### src/rtl/cyc_counter_pkg.sv
package cyc_counter_pkg;

  localparam int BUS_W = 32;

  typedef enum logic {
    SEL_CTRL  = 1'b0,
    SEL_COUNT = 1'b1
  } reg_sel_e;

  // control bit positions
  localparam int RUN_BIT  = 0;
  localparam int CLR_BIT  = 2;
  localparam int SLOW_BIT = 3;

  // bits software may change in the control word
  localparam logic [BUS_W-1:0] CTRL_WMASK = 32'h0000_0039;
  localparam logic [BUS_W-1:0] CTRL_IDMASK = 32'hFF00_0000;

endpackage

### src/rtl/cc_ctrl_reg.sv
module cc_ctrl_reg
  import cyc_counter_pkg::*;
#(
  parameter logic [BUS_W-1:0] IMPL_ID = 32'h5A00_0000
) (
  input  logic             clk,
  input  logic             rst_n,
  input  logic             wr_i,
  input  logic [BUS_W-1:0] wr_data_i,
  output logic [BUS_W-1:0] ctrl_o,
  output logic             run_o,
  output logic             slow_o,
  output logic             clr_o,
  output logic             slow_chg_o
);

  localparam logic [BUS_W-1:0] RST_VAL = IMPL_ID & CTRL_IDMASK;

  logic [BUS_W-1:0] ctrl_q;
  logic [BUS_W-1:0] ctrl_d;
  logic             ctrl_en;

  assign ctrl_en = wr_i;

  always_comb begin
    ctrl_d = (ctrl_q & ~CTRL_WMASK) | (wr_data_i & CTRL_WMASK);
  end

  always_ff @(posedge clk or negedge rst_n) begin
    if (!rst_n) begin
      ctrl_q <= RST_VAL;
    end else if (ctrl_en) begin
      ctrl_q <= ctrl_d;
    end
  end

  assign ctrl_o     = ctrl_q;
  assign run_o      = ctrl_q[RUN_BIT];
  assign slow_o     = ctrl_q[SLOW_BIT];
  assign clr_o      = wr_i & wr_data_i[CLR_BIT];
  assign slow_chg_o = wr_i & (wr_data_i[SLOW_BIT] != ctrl_q[SLOW_BIT]);


  wmask_hold_chk: assert property (@(posedge clk) disable iff (!rst_n)
    wr_i |=> ((ctrl_o & CTRL_WMASK) == ($past(wr_data_i) & CTRL_WMASK))
             && ((ctrl_o & ~CTRL_WMASK) == RST_VAL));


  ctrl_idle_chk: assert property (@(posedge clk) disable iff (!rst_n)
    !wr_i |=> $stable(ctrl_o));

endmodule

### src/rtl/cc_prescale.sv
module cc_prescale #(
  parameter int DIV_LOG2 = 6
) (
  input  logic clk,
  input  logic rst_n,
  input  logic adv_i,
  input  logic restart_i,
  output logic tick_o
);

  logic [DIV_LOG2-1:0] pre_q;
  logic [DIV_LOG2-1:0] pre_d;
  logic                pre_en;

  assign pre_en = adv_i | restart_i;

  always_comb begin
    if (restart_i) begin
      pre_d = '0;
    end else begin
      pre_d = pre_q + 1'b1;
    end
  end

  always_ff @(posedge clk or negedge rst_n) begin
    if (!rst_n) begin
      pre_q <= '0;
    end else if (pre_en) begin
      pre_q <= pre_d;
    end
  end

  assign tick_o = adv_i & (&pre_q);


  no_back2back_chk: assert property (@(posedge clk) disable iff (!rst_n)
    tick_o |=> !tick_o);


  restart_zero_chk: assert property (@(posedge clk) disable iff (!rst_n)
    restart_i |=> !tick_o);

endmodule

### src/rtl/cc_count_reg.sv
module cc_count_reg #(
  parameter int CNT_W = 32
) (
  input  logic             clk,
  input  logic             rst_n,
  input  logic             ld_i,
  input  logic [CNT_W-1:0] ld_data_i,
  input  logic             clr_i,
  input  logic             inc_i,
  output logic [CNT_W-1:0] count_o
);

  logic [CNT_W-1:0] cnt_q;
  logic [CNT_W-1:0] cnt_d;
  logic             cnt_en;

  assign cnt_en = ld_i | clr_i | inc_i;

  always_comb begin
    if (ld_i) begin
      cnt_d = ld_data_i;
    end else if (clr_i) begin
      cnt_d = '0;
    end else begin
      cnt_d = cnt_q + 1'b1;
    end
  end

  always_ff @(posedge clk or negedge rst_n) begin
    if (!rst_n) begin
      cnt_q <= '0;
    end else if (cnt_en) begin
      cnt_q <= cnt_d;
    end
  end

  assign count_o = cnt_q;


  hold_chk: assert property (@(posedge clk) disable iff (!rst_n)
    (!ld_i && !clr_i && !inc_i) |=> $stable(count_o));


  load_prio_chk: assert property (@(posedge clk) disable iff (!rst_n)
    ld_i |=> (count_o == $past(ld_data_i)));


  clear_chk: assert property (@(posedge clk) disable iff (!rst_n)
    (clr_i && !ld_i) |=> (count_o == '0));


  wrap_chk: assert property (@(posedge clk) disable iff (!rst_n)
    (inc_i && !ld_i && !clr_i && (&count_o)) |=> (count_o == '0));

endmodule

### src/rtl/cyc_counter.sv
module cyc_counter
  import cyc_counter_pkg::*;
#(
  parameter logic [31:0] IMPL_ID  = 32'h5A00_0000,
  parameter int          CNT_W    = 32,
  parameter int          DIV_LOG2 = 6
) (
  input  logic        clk,
  input  logic        rst_n,
  input  logic        reg_sel,
  input  logic        wr_en,
  input  logic [31:0] wr_data,
  output logic [31:0] rd_data
);

  localparam int PAD_W = BUS_W - CNT_W;

  // asynchronous assert, clocked release
  logic [1:0] rst_sync_q;
  logic       rst_int_n;

  always_ff @(posedge clk or negedge rst_n) begin
    if (!rst_n) begin
      rst_sync_q <= 2'b00;
    end else begin
      rst_sync_q <= {rst_sync_q[0], 1'b1};
    end
  end

  assign rst_int_n = rst_sync_q[1];

  logic             ctrl_wr;
  logic             cnt_wr;
  logic [BUS_W-1:0] ctrl_val;
  logic             run;
  logic             slow;
  logic             clr;
  logic             slow_chg;
  logic             pre_tick;
  logic             step;
  logic [CNT_W-1:0] cnt_val;

  assign ctrl_wr = wr_en & (reg_sel == SEL_CTRL);
  assign cnt_wr  = wr_en & (reg_sel == SEL_COUNT);

  cc_ctrl_reg #(
    .IMPL_ID (IMPL_ID)
  ) ctrl_i (
    .clk        (clk),
    .rst_n      (rst_int_n),
    .wr_i       (ctrl_wr),
    .wr_data_i  (wr_data),
    .ctrl_o     (ctrl_val),
    .run_o      (run),
    .slow_o     (slow),
    .clr_o      (clr),
    .slow_chg_o (slow_chg)
  );

  cc_prescale #(
    .DIV_LOG2 (DIV_LOG2)
  ) pre_i (
    .clk       (clk),
    .rst_n     (rst_int_n),
    .adv_i     (run & slow),
    .restart_i (clr | slow_chg),
    .tick_o    (pre_tick)
  );

  assign step = run & (slow ? pre_tick : 1'b1);

  cc_count_reg #(
    .CNT_W (CNT_W)
  ) cnt_i (
    .clk       (clk),
    .rst_n     (rst_int_n),
    .ld_i      (cnt_wr),
    .ld_data_i (wr_data[CNT_W-1:0]),
    .clr_i     (clr),
    .inc_i     (step),
    .count_o   (cnt_val)
  );

  // read mux
  generate
    if (PAD_W > 0) begin : g_pad
      always_comb begin
        if (reg_sel == SEL_COUNT) rd_data = {{PAD_W{1'b0}}, cnt_val};
        else                      rd_data = ctrl_val;
      end
    end else begin : g_nopad
      always_comb begin
        if (reg_sel == SEL_COUNT) rd_data = cnt_val;
        else                      rd_data = ctrl_val;
      end
    end
  endgenerate


  fast_step_chk: assert property (@(posedge clk) disable iff (!rst_int_n)
    (run && !slow && !wr_en) |=> (cnt_val == $past(cnt_val) + 1'b1));


  dp_noeffect_chk: assert property (@(posedge clk) disable iff (!rst_int_n)
    (!run && !wr_en) |=> $stable(cnt_val));

endmodule

### config.mk
export PLATFORM = sky130hd
export DESIGN_NAME = cyc_counter
export DESIGN_NICKNAME = d
export VERILOG_FILES = /design/src/rtl/cyc_counter_pkg.sv /design/src/rtl/cc_ctrl_reg.sv /design/src/rtl/cc_prescale.sv /design/src/rtl/cc_count_reg.sv /design/src/rtl/cyc_counter.sv
export SDC_FILE = /design/constraint.sdc
export NUM_CORES = 1
export LEC_CHECK = 0
export BUFFER_PORTS_ARGS = -buffer_cell sky130_fd_sc_hd__buf_2
export CAP_MARGIN = 10
export CORE_ASPECT_RATIO = 1.2
export CORE_MARGIN = 8
export CORE_UTILIZATION = 50
export CTS_CLUSTER_SIZE = 12
export DETAILED_ROUTE_END_ITERATION = 7
export PLACE_DENSITY = 0.81
export SYNTH_ARGS = -nofsm -noshare
export SYNTH_HDL_FRONTEND = slang
export SYNTH_SLANG_ARGS = --single-unit
### constraint.sdc
create_clock -name clk -period 3.4 [get_ports clk]
set_clock_uncertainty 0.2 [all_clocks]
set_input_delay 0.17 -clock clk [delete_from_list [all_inputs] [get_ports clk]]
set_output_delay 0.17 -clock clk [all_outputs]
set_load 0.01 [all_outputs]
; Word level (Yosys, flattened, before mapping)
; Index checks and enable logic that the tools add are counted.
[totals]
regBits = 72
output_inout_bits = 32
wordCells = 26
in_bits = 36
[classes]
muxes = 5
n_reduce_logical = 1
bitwise_logic = 13
addsub = 2
eq_ne = 1
[ops]
columns = operator, n
row1 = 2-to-1 mux 32 bit, 3
row2 = "adder 32 x 1 -> 32 bit, second input constant", 1
row3 = OR 32 x 6 -> 32 bit, 1
row4 = AND 1 bit, 7
row5 = "adder 6 x 1 -> 6 bit, second input constant", 1
row6 = 2-to-1 mux 6 bit, 1
row7 = AND reduction 6 bit, 1
row8 = OR 1 bit, 4
row9 = 2-to-1 mux 1 bit, 1
row10 = != test 1 bit, 1
row11 = NOT 1 bit, 1

; Depth between registers and ports, before layout
; Gate-level depths: netlist of the first run.
[depth]
depth_word = 5
ltp_mapped = 7
ltp_nobuf = 6

; Modules after synthesis
; A second synthesis of the first run with hierarchy kept.
[hier_totals]
hier_cells = 339
hier_area_um2 = 3230.6
[modules_own_cells]
columns = mod, cells_per_inst, n_inst, area_each_um2
row1 = cc_count_reg, 223, 1, 1916.8
row2 = cyc_counter, 45, 1, 621.8
row3 = cc_ctrl_reg, 43, 1, 401.6
row4 = cc_prescale, 28, 1, 290.3

; Least setup slack after synthesis of the first run
; No wires, ideal clock.
[synth_timing]
path_type = flip-flop to flip-flop
startpoint = register cnt_i.cnt_q[0], in the netlist cnt_i.count_o[0]
endpoint = register cnt_i.cnt_q[30], in the netlist cnt_i.count_o[30]
path_stages_with_launch = 8
setup_time_ns = 0.121
required_ns = 3.079
slack_ns = 1.521
synth_period_minus_slack_ns = 1.879
arrival_ns = 1.558
cell_sequence = dfrtp_1 ha_1 and4_2 buf_4 and3_1 nand4_1 xnor2_1 a22o_1
[synth_between]
elab_chain_len = 3
[synth_lines]
columns = item, line_no
row1 = from (decl), cc_count_reg.sv:13  ; logic [CNT_W-1:0] cnt_q;
row2 = from (signal assigned), cc_count_reg.sv:33  ; cnt_q <= cnt_d;
row3 = adder 32 x 1 -> 32 bit, cc_count_reg.sv:25  ; cnt_d = cnt_q + 1'b1;
row4 = 2-to-1 mux 32 bit, cc_count_reg.sv:22  ; end else if (clr_i) begin
row5 = 2-to-1 mux 32 bit, cc_count_reg.sv:20  ; if (ld_i) begin
; Every way passes these cells.
; A chain may end at the register's enable or synchronous reset.

; Worst setup path after layout of the first run
[layout_timing]
startpoint = register pre_i.pre_q[0]
endpoint = register cnt_i.cnt_q[31], in the netlist cnt_i.count_o[31]
[layout_between]
elab_chain_len = 5
[layout_lines]
columns = item, line_no
row1 = from (decl), cc_prescale.sv:11  ; logic [DIV_LOG2-1:0] pre_q;
row2 = from (signal assigned), cc_prescale.sv:29  ; pre_q <= pre_d;
row3 = AND reduction 6 bit, cc_prescale.sv:33  ; assign tick_o = adv_i & (&pre_q);
row4 = AND 1 bit, cc_prescale.sv:33
row5 = 2-to-1 mux 1 bit, cyc_counter.sv:70  ; assign step = run & (slow ? pre_tick : 1'b1);
row6 = AND 1 bit, cyc_counter.sv:70
row7 = OR 1 bit, cc_count_reg.sv:17  ; assign cnt_en = ld_i | clr_i | inc_i;
; Every way passes these cells.

==> results of run 1 <==
## worst max-delay path by stage
stage / from / endpoint / slack, ns / depth (start not counted)
after CTS: pre_i.pre_q[0] / cnt_i.count_o[31] / 1.07 / 6
after global placement: reg_sel / cnt_i.count_o[16] / 1.05 / 7
after global routing: pre_i.pre_q[0] / cnt_i.count_o[9] / 0.87 / 6
after detailed placement: reg_sel / cnt_i.count_o[12] / 0.97 / 7
after floorplan: cnt_i.count_o[0] / cnt_i.count_o[30] / 1.52 / 7
final: pre_i.pre_q[0] / cnt_i.count_o[31] / 1.05 / 6
## worst register-to-register path, stage by stage (launching register included)
cell and delay (ns):
dfrtp_1 0.39, ha_1 0.18, nand3_1 0.11, o22a_1 0.31, nand2_1 0.65, nand4_1 0.18, a211oi_1 0.26
## logic make-up after synthesis
family	synth area share (%)
other	0.132
AND/OR/NAND/NOR	28.8
buffers and inverters	3.65
adder cells (fa/ha/maj)	0.879
AO/OA/AOI/OAI	21.7
flip-flops	38.7
XOR/XNOR	3.39
multiplexers	2.77
## layout by cell type (no fill, tap or decap), types with 5 or more instances in the layout
cell type / n
buf_2: 67
nand4_1: 7
o21ai_0: 27
inv_1: 6
mux2_2: 7
xnor2_1: 8
nor3_1: 5
nor2_1: 20
nand3_1: 18
clkbuf_8: 6
a21oi_1: 46
dfrtp_1: 44
and3_1: 7
dlygate4sd3_1: 31
nand2_1: 44
and2_1: 25
nand2b_1: 5
## final cells by class
class                   instances  area, um^2
clock buffers                   7        86.3
diodes                          1        2.50
well taps                      64        80.1
repair buffers                102         676
multi-input cells             277        1640
fillers                       458        1980
inverters                       6        22.5
clock inverters                 1        7.51
flip-flops and latches         44        1100
## metal layers
layer  up-vias  track usage (%)  share of wire [%]
met5         -                0                  0
met4         0             6.32                2.0
met3        17             4.00                6.8
met2       145             35.3                 51
met1      1401             24.9                 40
li1       1422                -                  -
## sequential cells by signal (all words and copies together), names as in the netlist
register       cells
cnt_i.count_o     32
pre_i.pre_q        6
ctrl_i.ctrl_o      4
rst_sync_q         2
## through the flow
stage          setup slack (ns)  total power [mW]  utilization [%]  instance area, um^2  hold WS [ns]
5_1_grt                   0.869              1.43             64.7                 3620        0.0593
4_1_cts                    1.07              1.36             64.6                 3610        0.0442
3_5_place_dp              0.966             0.985             57.4                 3210        -0.243
6_report                   1.05              1.36             64.7                 3620        0.0552
2_1_floorplan              1.52             0.867                -                 2850        -0.326
3_3_place_gp               1.05             0.971             57.4                 3210        -0.245
## power by group
part	total, mW	switching, mW	internal (mW)
Clock	0.349	0.183	0.165
Sequential	0.667	0.0806	0.586
Combinational	0.340	0.183	0.157
Total	1.36	0.447	0.909
==> flow_summary.yaml, run 1 <==
clock_tree:
  cts_resized: 0
  htree_levels: 2
  cts_hold_buffers: 31
  clkLatencyLatePin_ns: 0.30
  cts_buffer_depth: 2
  clock_tree.root_cell: "clkbuf_8"
  post_cts_buffers: 0
  cts_tree: "built"
  path_clk_slew_ns: 0.09
  numCtsBuffers: 5
  clock_sinks: 44
setup_path:
  cp_top_family: "simple AND/OR/NAND/NOR gates"
  path_cells: "ha_1 -> nand3_1 -> o22a_1 -> nand2_1 -> nand4_1 -> a211oi_1"
  slowest_delay_ns: 0.65
  r2r-end: "cnt_i.count_o[31]"
  reg2regPathDepth: 6
  crit_path_end_kind: "flop"
  worst-path-buf-inv: 0
  start_kind: "flop"
  cp_slowest_cell: "nand2_1"
  critPathRequiredTime_ns: 3.41
  r2r-start: "pre_i.pre_q[0]"
  critPathKind: "flop to flop"
  path_max_fanout: 23
  r2r_slack_ns: 1.05
  cp_data_arrival_time_ns: 2.37
routing:
  antenna_left: 0
  wirelength_um: 8410
  drt-initial-drc-count: 198
  via_count: 2985
  drt_pass1_iterations: 5
  drc_errors: 0
  via_per_inst: 5.95
  avgRoutedWirePerCell_um: 16.7
worst_hold_path:
  hold_class: "input port to flop"
  hold_depth: 4
  hold_start: "wr_data[29]"
  hold_end: "cnt_i.count_o[29]"
grt:
  grt_pass1_wl_um: 14100
  grt_max_degree: 43
  grt_pass1_vias: 2927
  track_usage_pct: 20.5
  antenna_found_initial: 1
  grt-ovfl-total: 0
synthesis:
  netlist.top_cell.by_area: "dfrtp_1"
  yosysSeqAreaShare_pct: 38.7
  synth_edf_count: 0
  synth_area_leaders: "dfrtp_1 (39%), a21oi_1 (8.1%), nand2_1 (5.8%), and2_1 (5.5%), o21ai_0 (4.7%)"
  ys_top_cells_by_count: "a21oi_1 (46), dfrtp_1 (44), nand2_1 (44)"
  synth-seq-cells: 44
  yosys.area.top_type_share_pct: 38.7
  ys_warn_count: 0
  syn-cell-area_um2: 2850
  synth_nets: 382
  synth.most_common_cell: "a21oi_1"
  synthFlopType: "dfrtp_1"
  synthCells: 344
  synthArstFlopShare_pct: 100
  syn_avg_cell_area_um2: 8.27
  synth_cell_types: 50
outcome:
  outcome: "complete, no violations"
timing:
  drv_slew: 0
  period_share_pct: 69.2
  fmax_ghz: 0.425
  tns_ns: 0
  min_period_ns: 2.35
  rsz0062_at_grt: "false"
  finalHoldViolCount: 0
  tightest_slew_ns: 0.812
  relSlewSlack_pct: 45.7
  setup-violations-final: 0
die:
  rows: 30
  die_x_um: 84.9
  die_h_um: 98.6
  dieArea_um2: 8370
  core-area_um2: 5590
  ioPinCount: 68
  start_util_pct: 50.9
final_layout:
  nNetsFinal: 474
  areaGrowthSynthToFinish_pct: 27.1
  drive_gt1_share_pct: 22.2
  finalNonFillerCells: 502
placed_design:
  port_buffers: 67
  place_inst: 462
  gp_congestion: 0.886
  dp_hpwl_um: 5790
pwr:
  leakagePower_nw: 1.61
  power.density_nw_per_um2: 375
  worst_ir_drop_vdd_uv: 315
flow_run:
  max_cap_viol_count: 0
Note: power is estimated with default switching activity, not from simulation.
==> run 2, diff against run 1 <==
- clock period: 3.4 -> 2.4 ns (I/O delays scaled with it)
==> run 2 against run 1 <==
  * Register-to-register slack got worse by 0.72 ns
  * Highest routed layer unchanged
  * Critical path depth is the same
  * Critical endpoint is now cnt_i.count_o[30]
  * Critical path type unchanged
  * Die area is the same
==> flow_summary.yaml, run 2 (same netlist as run 1, synthesis figures left out) <==
timing:
  drv_slew: 0
  fmax_ghz: 0.482
  tightest_slew_ns: 0.545
  rsz0062_at_grt: "false"
  min_period_ns: 2.07
  period_share_pct: 86.4
  finalHoldViolCount: 0
  tns_ns: 0
  setup_ws_ns: 0.327
  setup-violations-final: 0
  holdWs_ns: 0.0128
  relSlewSlack_pct: 63.7
setup_path:
  critPathLaunch: "cnt_i.count_o[0]"
  crit_path_end_kind: "flop"
  reg2regPathDepth: 6
  path_max_fanout: 7
  start_kind: "flop"
  r2r-start: "cnt_i.count_o[0]"
  cp_data_arrival_time_ns: 2.08
  crit_end: "cnt_i.count_o[30]"
  critPathRequiredTime_ns: 2.41
  r2r-end: "cnt_i.count_o[30]"
  critPathKind: "flop to flop"
  r2r_slack_ns: 0.33
placed_design:
  pre_cts_ws_ns: 0.314
  port_buffers: 67
  gp_congestion: 0.870
  dpl_cell_area_um2: 3240
  dp_hpwl_um: 5740
final_layout:
  final_core_util_pct: 65.8
  areaGrowthSynthToFinish_pct: 29.4
  layout_commonest_cell: "buf_2"
  final_cell_mix: "buf_2 (67), a21oi_1 (46), nand2_1 (44), dfrtp_1 (44), dlygate4sd3_1 (32)"
  drive_gt1_share_pct: 23.1
  largest_register_ffs: 32
  fin_area_um2: 3680
  nNetsFinal: 479
  n_fill_cell: 471
  diodes: 0
routing:
  drt_pass1_iterations: 5
  antenna_left: 0
  avgRoutedWirePerCell_um: 16.0
  drt-initial-drc-count: 239
  via_per_inst: 5.91
  via_count: 2991
  wirelength_um: 8090
  drc_errors: 0
grt:
  antenna_found_initial: 0
  track_usage_pct: 19.9
  grt_max_degree: 43
  grt_pass1_vias: 3001
  grt-ovfl-total: 0
  grt_pass1_wl_um: 13900
pwr:
  leakagePower_nw: 1.65
  worst_ir_drop_vdd_uv: 439
  power.share.clock_pct: 30.4
  combPwrFrac_pct: 23.7
  p_switching_mw: 0.655
  power.density_nw_per_um2: 559
  internal_power_mw: 1.40
  p_sw_share_pct: 31.8
  seq_power_share_pct: 45.9
die:
  start_util_pct: 50.9
  rows: 30
  core-area_um2: 5590
  die_h_um: 98.6
  ioPinCount: 68
  die_x_um: 84.9
  dieArea_um2: 8370
flow_run:
  max_cap_viol_count: 0
clock_tree:
  cts_tree: "built"
  cts_buffer_depth: 2
  clock_tree.root_cell: "clkbuf_8"
  htree_levels: 2
  clkLatencyLatePin_ns: 0.31
  path_clk_slew_ns: 0.10
  numCtsBuffers: 5
  clock_sinks: 44
worst_hold_path:
  hold_class: "input port to flop"
outcome:
  outcome: "complete, no violations"
-- run 2: critical path, cell delays in order (launching register included) --
cell and delay (ns):
dfrtp_1 0.44, ha_1 0.22, and4_2 0.34, and3_1 0.31, nand4_1 0.14, xnor2_1 0.15
a22o_1 0.20
-- run 2: power by group through the flow --
stage	Clock, mW	Sequential, mW	Combinational, mW
floorplan	0	0.929	0.300
global route	0.674	0.963	0.544
detailed placement	0	0.957	0.447
finish	0.625	0.945	0.488
CTS	0.630	0.942	0.489
global placement	0	0.949	0.434
-- run 2: cell type report --
cell class / instances / area [um^2] / area share, %
inverters: 6 / 22.5 / 0.612
repair buffers: 107 / 716 / 19.4
well taps: 64 / 80.1 / 2.18
multi-input cells: 277 / 1640 / 44.6
flip-flops and latches: 44 / 1100 / 29.9
clock inverters: 2 / 38.8 / 1.05
clock buffers: 6 / 82.6 / 2.24
-- run 2: timing repair --
| item | CTS | global route |
|---|---|---|
| hold endpoints to repair | 36 | 0 |
| resized for setup | 0 | 0 |
| hold buffers | 32 | 0 |
| setup buffers | 0 | 0 |
| setup endpoints to repair | 0 | 0 |
-- run 2: how the worst min path moves through the flow --
stage / cells after the start / startpoint / to / slack, ns
finish: 4 / wr_data[29] / cnt_i.count_o[29] / 0.01
CTS: 4 / wr_data[29] / cnt_i.count_o[29] / 0.005
global route: 4 / wr_data[29] / cnt_i.count_o[29] / 0.04
detailed placement: 1 / rst_n / rst_sync_q[0] / -0.29
floorplan: 0 / rst_n / rst_sync_q[0] / -0.38
global placement: 1 / rst_n / rst_sync_q[0] / -0.29
-- run 2: metrics by stage --
step / std cells / total power, mW
floorplan: 344 / 1.23
global placement: 466 / 1.38
detailed placement: 466 / 1.40
CTS: 506 / 2.06
global route: 506 / 2.18
finish: 506 / 2.06
-- run 2: layer usage --
metal  global-route usage (%)  share of wire [%]
met4                     8.10                2.0
met5                        0                  0
met1                     23.0                 41
met3                     4.66                6.8
met2                     34.4                 50
==> run 3, diff against run 2 <==
- PLACE_DENSITY: 0.81 -> default
- PLACE_DENSITY_LB_ADDON: default -> 0.05
==> run 3 against run 2 <==
  * Setup slack improved by 0.032 ns
  * Cell count grew 0.20%
  * Via count down 2.3%
  * Power shrank 7.2%
  * Largest cell class unchanged
  * Hold slack improved by 0.024 ns
  * First-iteration DRC count decreased by 17%
  * Clock power decreased by 24%
==> flow_summary.yaml, run 3 (same netlist as run 1, synthesis figures left out) <==
outcome:
  outcome: "complete, no violations"
timing:
  min_period_ns: 2.04
  tightest_slew_ns: 0.580
  tns_ns: 0
  rsz0062_at_grt: "false"
  drv_slew: 0
  holdWs_ns: 0.0373
  period_share_pct: 85.0
  setup-violations-final: 0
  fmax_ghz: 0.490
  relSlewSlack_pct: 61.3
  finalHoldViolCount: 0
die:
  rows: 30
  ioPinCount: 68
  die_h_um: 98.6
  start_util_pct: 50.9
  die_x_um: 84.9
  core-area_um2: 5590
  dieArea_um2: 8370
final_layout:
  drive_gt1_share_pct: 23.3
  final_cell_mix: "buf_2 (67), a21oi_1 (46), nand2_1 (44), dfrtp_1 (44), dlygate4sd3_1 (32)"
  largest_register_ffs: 32
  nNetsFinal: 480
  layout_commonest_cell: "buf_2"
  diodes: 0
  areaGrowthSynthToFinish_pct: 28.5
grt:
  grt_busiest_layer: "met2"
  grt_pass1_wl_um: 14100
  grt-ovfl-total: 0
  met1_usage_pct: 24.1
  grt_util_met3_pct: 4.08
  antenna_found_initial: 0
  grt.met2_usage_pct: 35.3
  track_usage_pct: 20.2
  grt_pass1_vias: 2947
  grt_max_degree: 43
routing:
  antenna_left: 0
  drt-initial-drc-count: 199
  wirelength_um: 8290
  via_count: 2923
  via_per_inst: 5.77
  drc_errors: 0
  avgRoutedWirePerCell_um: 16.3
  drt_pass1_iterations: 4
clock_tree:
  htree_levels: 2
  clkLatencyLatePin_ns: 0.30
  cts_tree: "built"
  clock_tree.root_cell: "clkbuf_8"
  numCtsBuffers: 5
  cts_buffer_depth: 2
  path_clk_slew_ns: 0.09
  clock_sinks: 44
pwr:
  power.density_nw_per_um2: 523
  leakagePower_nw: 1.64
  worst_ir_drop_vdd_uv: 398
  fin_total_pwr_mw: 1.91
setup_path:
  slowest_delay_ns: 0.43
  path_cells: "ha_1 -> and4_2 -> and3_1 -> nand4_1 -> xnor2_1 -> a22o_1"
  path_max_fanout: 7
  start_kind: "flop"
  critPathRequiredTime_ns: 2.39
  critPathKind: "flop to flop"
  cp_data_arrival_time_ns: 2.03
  cp_slowest_cell: "dfrtp_1"
  crit_path_end_kind: "flop"
placed_design:
  dp_hpwl_um: 5850
  port_buffers: 67
  gp_congestion: 0.840
flow_run:
  max_cap_viol_count: 0
worst_hold_path:
  hold_class: "input port to flop"
run 3: repair_timing:
item | in CTS | in global routing
hold buffers | 32 | 0
resized for setup | 0 | 0
buffers inserted | 0 | 0
endpoints found under the hold margin | 36 | 0
run 3: worst max-delay path: cells and delay by family (launching register included):
| family | cells | cell delay [ns] |
|---|---|---|
| simple gates | 3 | 0.76 |
| flops | 1 | 0.43 |
| compound gates | 1 | 0.19 |
| fa+ha+maj | 1 | 0.21 |
| xor+xnor | 1 | 0.15 |
run 3: through the flow:
step | setup slack [ns] | area [um^2] | cells | utilization (%)
2_1_floorplan | 0.521 | 2850 | 344 | -
3_3_place_gp | 0.443 | 3250 | 467 | 58.1
3_5_place_dp | 0.386 | 3250 | 467 | 58.1
4_1_cts | 0.364 | 3650 | 507 | 65.3
5_1_grt | 0.200 | 3650 | 507 | 65.3
6_report | 0.359 | 3650 | 507 | 65.3
run 3: area by class of cell:
| class | instances | area (um^2) |
|---|---|---|
| timing repair buffer | 108 | 723 |
| clock inverter | 3 | 18.8 |
| clock buffer | 5 | 68.8 |
| inverter | 6 | 22.5 |
| fill | 513 | 1940 |
| tap | 64 | 80.1 |
| multi-input combinational | 277 | 1640 |
| sequential | 44 | 1100 |
run 3: worst paths after layout:
kind | startpoint | to | slack [ns] | cells after the start
setup / recovery | cnt_i.count_o[0] | cnt_i.count_o[30] | 0.36 | 6
hold / removal | wr_data[29] | cnt_i.count_o[29] | 0.04 | 4
setup reg to reg | cnt_i.count_o[0] | cnt_i.count_o[30] | 0.36 | 6
hold reg to reg | rst_sync_q[1] | ctrl_i.ctrl_o[5] | 0.12 | 1
max in group asynchronous | rst_n | rst_sync_q[0] | 1.43 | 3
min in group asynchronous | rst_sync_q[1] | ctrl_i.ctrl_o[5] | 0.12 | 1
run 3: per-layer routing:
layer  up-vias  wire length (um)
met3        12               450
met1      1390              3510
met2        90              4160
li1       1431                 -
met4         0               163
met5         -                 0
run 3: where the power goes:
group | leakage [nW] | switching (mW) | internal [mW] | total (mW)
clock | 0.0479 | 0.270 | 0.203 | 0.473
sequential | 0.572 | 0.112 | 0.831 | 0.943
combinational | 1.02 | 0.260 | 0.235 | 0.495
total | 1.64 | 0.642 | 1.27 | 1.91
